--- src/rtl/acc_alu_pkg.sv ---
package acc_alu_pkg;

    typedef enum logic [3:0] {
        OP_CLR  = 4'd0,
        OP_NOT  = 4'd1,
        OP_INC  = 4'd2,
        OP_DEC  = 4'd3,
        OP_NEG  = 4'd4,
        OP_SETB = 4'd5,
        OP_CLRB = 4'd6,
        OP_ROL  = 4'd7,
        OP_ROR  = 4'd8,
        OP_SHL  = 4'd9,
        OP_SHR  = 4'd10,
        OP_ADD  = 4'd11,
        OP_ADC  = 4'd12,
        OP_AND  = 4'd13,
        OP_OR   = 4'd14,
        OP_XOR  = 4'd15
    } alu_op_e;

    typedef struct packed {
        logic c;
        logic z;
        logic n;
    } alu_flags_t;

    function automatic logic uses_temp(alu_op_e op);
        return op inside {OP_ADD, OP_ADC, OP_AND, OP_OR, OP_XOR};
    endfunction

endpackage

--- src/rtl/acc_alu_unary.sv ---
module acc_alu_unary
    import acc_alu_pkg::*;
#(
    parameter int WIDTH = 8,
    localparam int IDXW = $clog2(WIDTH)
) (
    input  alu_op_e          op,
    input  logic [WIDTH-1:0] w,
    input  logic             cin,
    input  logic [IDXW-1:0]  bsel,
    output logic [WIDTH-1:0] res,
    output logic             cout
);
    localparam logic [WIDTH-1:0] ONE = {{(WIDTH-1){1'b0}}, 1'b1};

    logic [WIDTH-1:0] mask;
    logic [WIDTH:0]   inc_sum;

    assign mask    = ONE << bsel;
    assign inc_sum = {1'b0, w} + {1'b0, ONE};

    always_comb begin
        res  = w;
        cout = cin;
        case (op)
            OP_CLR: begin
                res  = '0;
                cout = 1'b0;
            end
            OP_NOT: begin
                res  = ~w;
                cout = 1'b0;
            end
            OP_INC: begin
                res  = inc_sum[WIDTH-1:0];
                cout = inc_sum[WIDTH];
            end
            OP_DEC: begin
                res  = w - ONE;
                cout = (w == '0);
            end
            OP_NEG: begin
                res  = '0 - w;
                cout = (w != '0);
            end
            OP_SETB: res = w | mask;
            OP_CLRB: res = w & ~mask;
            OP_ROL: begin
                res  = {w[WIDTH-2:0], cin};
                cout = w[WIDTH-1];
            end
            OP_ROR: begin
                res  = {cin, w[WIDTH-1:1]};
                cout = w[0];
            end
            OP_SHL: begin
                res  = {w[WIDTH-2:0], 1'b0};
                cout = w[WIDTH-1];
            end
            OP_SHR: begin
                res  = {1'b0, w[WIDTH-1:1]};
                cout = w[0];
            end
            default: begin
                res  = w;
                cout = cin;
            end
        endcase
    end
endmodule

--- src/rtl/acc_alu_binary.sv ---
module acc_alu_binary
    import acc_alu_pkg::*;
#(
    parameter int WIDTH = 8
) (
    input  alu_op_e          op,
    input  logic [WIDTH-1:0] w,
    input  logic [WIDTH-1:0] t,
    input  logic             cin,
    output logic [WIDTH-1:0] res,
    output logic             cout
);
    logic [WIDTH:0] sum;
    logic           cadd;

    assign cadd = (op == OP_ADC) ? cin : 1'b0;
    assign sum  = {1'b0, w} + {1'b0, t} + {{WIDTH{1'b0}}, cadd};

    always_comb begin
        res  = w;
        cout = 1'b0;
        case (op)
            OP_ADD, OP_ADC: begin
                res  = sum[WIDTH-1:0];
                cout = sum[WIDTH];
            end
            OP_AND:  res = w & t;
            OP_OR:   res = w | t;
            OP_XOR:  res = w ^ t;
            default: res = w;
        endcase
    end
endmodule

--- src/rtl/acc_alu.sv ---
module acc_alu
    import acc_alu_pkg::*;
#(
    parameter int WIDTH = 8,
    localparam int IDXW = $clog2(WIDTH)
) (
    input  logic             clk,
    input  logic             rst_n,
    input  logic [3:0]       op_i,
    input  logic [IDXW-1:0]  bit_sel_i,
    input  logic             exec_i,
    input  logic             ld_w_i,
    input  logic             ld_t_i,
    input  logic [WIDTH-1:0] data_i,
    output logic [WIDTH-1:0] w_o,
    output logic [WIDTH-1:0] temp_o,
    output logic             carry_o,
    output logic             zero_o,
    output logic             neg_o
);
    typedef struct packed {
        logic [WIDTH-1:0] w;
        logic [WIDTH-1:0] t;
        alu_flags_t       f;
    } acc_state_t;

    acc_state_t state_d, state_q;

    alu_op_e          op;
    logic [WIDTH-1:0] un_res, bin_res, res;
    logic             un_c, bin_c, res_c;

    assign op = alu_op_e'(op_i);

    acc_alu_unary #(.WIDTH(WIDTH)) u_unary (
        .op   (op),
        .w    (state_q.w),
        .cin  (state_q.f.c),
        .bsel (bit_sel_i),
        .res  (un_res),
        .cout (un_c)
    );

    acc_alu_binary #(.WIDTH(WIDTH)) u_binary (
        .op   (op),
        .w    (state_q.w),
        .t    (state_q.t),
        .cin  (state_q.f.c),
        .res  (bin_res),
        .cout (bin_c)
    );

    always_comb begin
        if (uses_temp(op)) begin
            res   = bin_res;
            res_c = bin_c;
        end else begin
            res   = un_res;
            res_c = un_c;
        end
    end

    always_comb begin
        state_d = state_q;
        if (exec_i) begin
            state_d.w   = res;
            state_d.f.c = res_c;
            state_d.f.z = (res == '0);
            state_d.f.n = res[WIDTH-1];
        end else if (ld_w_i) begin
            state_d.w = data_i;
        end
        if (ld_t_i) begin
            state_d.t = data_i;
        end
    end

    always_ff @(posedge clk or negedge rst_n) begin
        if (!rst_n) begin
            state_q <= '0;
        end else begin
            state_q <= state_d;
        end
    end

    assign w_o     = state_q.w;
    assign temp_o  = state_q.t;
    assign carry_o = state_q.f.c;
    assign zero_o  = state_q.f.z;
    assign neg_o   = state_q.f.n;
endmodule

--- config.mk ---
export PLATFORM = sky130hd
export DESIGN_NAME = acc_alu
export DESIGN_NICKNAME = d
export VERILOG_FILES = /design/src/rtl/acc_alu_pkg.sv /design/src/rtl/acc_alu_unary.sv /design/src/rtl/acc_alu_binary.sv /design/src/rtl/acc_alu.sv
export SDC_FILE = /design/constraint.sdc
export NUM_CORES = 1
export LEC_CHECK = 0
export ABC_AREA = 1
export BUFFER_PORTS_ARGS = -buffer_cell sky130_fd_sc_hd__buf_4
export CORE_UTILIZATION = 25
export DETAILED_ROUTE_END_ITERATION = 7
export GPL_ROUTABILITY_DRIVEN = 0
export PLACE_DENSITY = 0.39
export SLEW_MARGIN = 20
export SYNTH_ARGS = -nofsm -noshare
export SYNTH_HDL_FRONTEND = slang
export SYNTH_SLANG_ARGS = --single-unit
--- constraint.sdc ---
create_clock -name clk -period 4.5 [get_ports clk]
set_input_delay 0.225 -clock clk [delete_from_list [all_inputs] [get_ports clk]]
set_output_delay 0.225 -clock clk [all_outputs]
set_load 0.02 [all_outputs]
==> impl_metrics.json, run 1 <==
{
  "layout_worst_path_cycle_share_pct": 64.1,
  "gr-usage-all-layers_pct": 20.1,
  "regToRegSetupSlack_ps": 1610,
  "ant_nets": 0,
  "cts_tree": "yes",
  "top_layer": "met4",
  "grt_pass1_wl_um": 16600,
  "max_freq_ghz": 0.346,
  "viasPerCell": 5.00,
  "final_nets": 524,
  "grt_overflow_total": 0,
  "layout_common_cells": "nand2_1 (143), inv_1 (56), nand3_1 (55)",
  "path_clk_slew_ps": 90,
  "synth.distinct_cells": 34,
  "max-vdd-ir-drop_mv": 0.138,
  "cpMaxStageDelayCell": "dfrtp_1",
  "cts_inserted_buffers": 3,
  "grt_max_degree": 20,
  "finalSetupTns_ps": 0,
  "h-tree-depth": 1,
  "slew_headroom_pct": 49.4,
  "synth.avg_cell_area_sq_um": 5.81,
  "area_growth_pct": 17.5,
  "worstPathArrival_ps": 3110,
  "drive_gt1_share_pct": 12.0,
  "syn_inst": 449,
  "finClkSkew_ps": 6.88,
  "cp-end-kind": "register",
  "clock_sinks": 19,
  "rsz0062_at_grt": "no",
  "synth_seq_cells": 19,
  "cts-root-buf": "clkbuf_8",
  "met1Wirelength_um": 4860,
  "io_pins": 39,
  "wl_met3_um": 430,
  "setup_viol": 0,
  "synth_ff_type": "dfrtp_1",
  "power.density_nw_per_um2": 281,
  "p_leak_nw": 1.63,
  "ctsResizeCount": 0,
  "min_to": "temp_o[2]",
  "die_x_um": 104,
  "antenna_found_initial": 0,
  "syn_nets": 489,
  "diodes": 0,
  "core_area_sq_um": 9950,
  "die-area_sq_um": 10800,
  "path_max_fanout": 10,
  "hold_viol_final": 0,
  "final_common_cell": "nand2_1",
  "cp.required_ps": 4720,
  "critical_path.max_stage_delay_ps": 600,
  "worstReg2RegStart": "w_o[0]",
  "min_period_ps": 2890,
  "tightest_slew_ps": 759,
  "remaining_drc_errors": 0,
  "r2r_cells": 14,
  "wl_met2_um": 5030,
  "dieHeight_um": 104,
  "preCtsSetupSlack_ps": 1630,
  "start_util_pct": 26.2,
  "crit_start": "w_o[0]",
  "first_iter_violations": 158,
  "slew_violations": 0,
  "clock_latency_ps": 280,
  "min_from": "data_i[2]",
  "whs_path_depth": 3,
  "ys_seq_area_share_pct": 18.2,
  "vias": 3082,
  "synth_area_sq_um": 2610,
  "cap_violations": 0,
  "grt_pass1_vias": 2957,
  "crit_top_cell": "nand2_1",
  "postCtsHoldBufs": 1,
  "wl_per_cell_um": 17.6,
  "status": "finished clean",
  "post-place-cells": 611,
  "postCtsSetupRepairBufs": 0,
  "port_buffers": 38,
  "path_class": "register to register",
  "dr.pass1.iters": 4,
  "fin_cells": 616,
  "synth_edf_count": 0,
  "dp_hpwl_um": 8620,
  "async_reset_ff_share_pct": 100,
  "wirelength_um": 10800,
  "placementRows": 36,
  "cp-start-kind": "register",
  "hold_class": "input port to register",
  "path_cells": "inv_2, fa_1, fa_1, inv_1, nand2_1, nand2_1, nand2_1, nand3_1, nand3b_1, nor2_1, nand3_1, nor2_1, nand3_1, nand2_1",
  "clock_path_buffers": 2,
  "ys_warn_count": 0,
  "worst_slack_ps": 1610,
  "r2r-end": "zero_o"
}
## sequential cells by signal, summed over array words and instances, names as in the netlist
register / flops
neg_o: 1
zero_o: 1
temp_o: 8
carry_o: 1
w_o: 8
## cell families (layout without fill, tap and decap cells)
group,Yosys count,count (layout),share of synthesized area [%]
buffers and inverters,73,107,11.2
XOR/XNOR,3,3,1.01
AND/OR/NAND/NOR,275,275,46.0
AO/OA/AOI/OAI,59,59,13.4
flip-flops,19,19,18.2
adder cells (fa/ha/maj),20,20,10.2
## where the power goes
group | internal [mW] | switching (mW) | leakage, nW
clock network | 0.0622 | 0.0738 | 0.0255
logic | 0.159 | 0.307 | 1.37
registers | 0.193 | 0.0661 | 0.236
total | 0.414 | 0.447 | 1.63
## cell usage after synthesis (3+ instances only)
cell type  instances  share of area [%]
nand3b_1           3               0.86
a21oi_1           12                2.3
o22ai_1            7                1.7
dfrtp_1           19                 18
or2_2              3               0.72
nand4_1           11                2.6
nor2_1            48                6.9
o2111ai_1          3                1.0
o221ai_1           5                1.7
nand2_1          143                 21
o21ai_0           26                5.0
inv_1             56                8.1
nand3_1           55                 11
xor2_1             3                1.0
clkinv_1           3               0.43
ha_1              18                8.6
inv_2              5               0.72
nor3_1             5               0.96
## through the flow
step | utilization, % | power (mW) | cell area [sq um] | hold slack, ps
2_1_floorplan | - | 0.550 | 2610 | -70.6
3_3_place_gp | 30.2 | 0.732 | 3010 | 138
3_5_place_dp | 30.2 | 0.726 | 3010 | 136
4_1_cts | 30.8 | 0.866 | 3060 | 160
5_1_grt | 30.8 | 0.929 | 3060 | 168
6_report | 30.8 | 0.861 | 3060 | 162
## cell type report
type,instances,area (sq um)
fillers,1139,6890
clock buffers,3,41.3
well taps,133,166
flip-flops and latches,19,475
clock inverters,1,5.00
inverters,64,240
multi-input cells,357,1840
repair buffers,39,295
## how the worst max path moves through the flow
stage / to / slack [ps] / cells after the start
CTS: carry_o / 1640 / 12
floorplan: zero_o / 1990 / 11
global route: zero_o / 1420 / 14
detailed placement: carry_o / 1630 / 14
global placement: carry_o / 1590 / 14
finish: zero_o / 1610 / 14
## worst max-delay path, delay by kind of cell (launching register included)
family | cells | cell delay (ps)
buf+inv | 2 | 350
simple gates | 10 | 950
flops | 1 | 600
fa+ha+maj | 2 | 930
## per-layer routing
layer / global-route usage, % / vias up
li1: - / 1533
met1: 25.6 / 1428
met2: 34.2 / 96
met3: 1.88 / 25
met4: 9.29 / 0
met5: 0 / -
Note: power is estimated with default switching activity, not from simulation.
==> run 2: changes to the inputs <==
PLACE_DENSITY = 0.41   (was 0.39)
clock period = 2.5 ns   (was 4.5 ns; I/O delays follow)
==> impl_metrics.json, run 2 (synthesized netlist as in run 1, its figures left out) <==
{
  "cap_violations": 0,
  "dieHeight_um": 104,
  "post-place-cells": 628,
  "min_period_ps": 2250,
  "final_nets": 541,
  "placementRows": 36,
  "cp.required_ps": 2710,
  "antenna_found_initial": 0,
  "max_freq_ghz": 0.445,
  "power.density_nw_per_um2": 499,
  "grt_max_degree": 20,
  "cts_tree": "yes",
  "rsz0062_at_grt": "no",
  "ant_nets": 0,
  "layout_worst_path_cycle_share_pct": 89.8,
  "grt_overflow_total": 0,
  "gr-usage-all-layers_pct": 19.3,
  "cts_inserted_buffers": 3,
  "clock_sinks": 19,
  "clock_latency_ps": 270,
  "hold_class": "input port to register",
  "finalSetupTns_ps": 0,
  "max-vdd-ir-drop_mv": 0.251,
  "final_common_cell": "nand2_1",
  "worst_slack_ps": 254,
  "vias": 3093,
  "path_max_fanout": 3,
  "p_leak_nw": 1.71,
  "die_x_um": 104,
  "wl_per_cell_um": 16.3,
  "diodes": 0,
  "h-tree-depth": 1,
  "hold-worst-slack_ps": 71.9,
  "total_power_mw": 1.60,
  "worstPathArrival_ps": 2450,
  "slew_headroom_pct": 54.4,
  "layout_common_cells": "nand2_1 (143), inv_1 (56), nand3_1 (55), buf_4 (55), nor2_1 (47)",
  "drive_gt1_share_pct": 15.6,
  "grt_pass1_vias": 3040,
  "slew_violations": 0,
  "postCtsSetupRepairBufs": 0,
  "port_buffers": 38,
  "cp-end-kind": "register",
  "path_class": "register to register",
  "dr.pass1.iters": 6,
  "tightest_slew_ps": 684,
  "clock_path_buffers": 2,
  "path_clk_slew_ps": 80,
  "setup_viol": 0,
  "hold_viol_final": 0,
  "status": "finished clean",
  "post-route-util_pct": 32.1,
  "cp-start-kind": "register",
  "postPlaceCellArea_sq_um": 3140,
  "core_area_sq_um": 9950,
  "final_area_sq_um": 3200,
  "die-area_sq_um": 10800,
  "first_iter_violations": 136,
  "finClkSkew_ps": 7.35,
  "area_growth_pct": 22.6,
  "viasPerCell": 4.89,
  "start_util_pct": 26.2,
  "regToRegSetupSlack_ps": 250,
  "io_pins": 39,
  "dp_hpwl_um": 8380,
  "fin_cells": 633,
  "wirelength_um": 10300,
  "grt_pass1_wl_um": 16300,
  "preCtsSetupSlack_ps": 88.2,
  "remaining_drc_errors": 0,
  "cts-root-buf": "clkbuf_8"
}
-- run 2: cell types whose count changed in the layout (fill, tap and decap cells not counted), sizes merged --
cell    change
buf        +17
clkbuf      +1
clkinv      -1
-- run 2: worst max-delay path, stage by stage, from the launching register on --
cell and delay (ps):
dfrtp_1 370, inv_1 90, fa_2 390, fa_2 360, inv_1 80, nand3_1 100
nand3_1 80, nand2_1 80, nand3_1 80, nand3b_1 100, nor2_1 150, nand2_1 70
nor2_1 100, nand3_1 80, nand2_1 60
-- run 2: area by class of cell --
class,count,area [sq um]
fillers,1146,6760
multi-input cells,357,1850
flip-flops and latches,19,477
repair buffers,56,423
inverters,64,240
well taps,133,166
clock buffers,4,45.0
-- run 2: what timing repair did --
| action | CTS | global route |
|---|---|---|
| setup endpoints to repair | 0 | 2 |
| gates resized for setup | 0 | 3 |
| hold buffers | 1 | 0 |
| hold endpoints to repair | 19 | 0 |
-- run 2: final timing paths --
kind,start,endpoint,cells after the start
setup reg to reg,temp_o[0],zero_o,14
hold / removal,data_i[6],temp_o[6],3
setup / recovery,temp_o[0],zero_o,14
min in group asynchronous,rst_n,temp_o[2],2
hold reg to reg,neg_o,neg_o,2
max in group asynchronous,rst_n,w_o[0],2
-- run 2: where the power goes --
group          internal (mW)  switching [mW]  leakage, nW  total (mW)
logic                  0.346           0.631         1.46       0.977
clock network          0.114           0.121       0.0228       0.235
registers              0.350          0.0340        0.235       0.384
total                  0.810           0.786         1.71        1.60
-- run 2: layer usage --
layer	global-route usage [%]	wire length, um	vias up	share of wire (%)
met5	0	0	-	0
met3	1.44	400	11	3.9
met4	4.18	142	0	1.4
met2	35.0	5070	94	49
met1	24.9	4690	1426	46
li1	-	-	1562	-
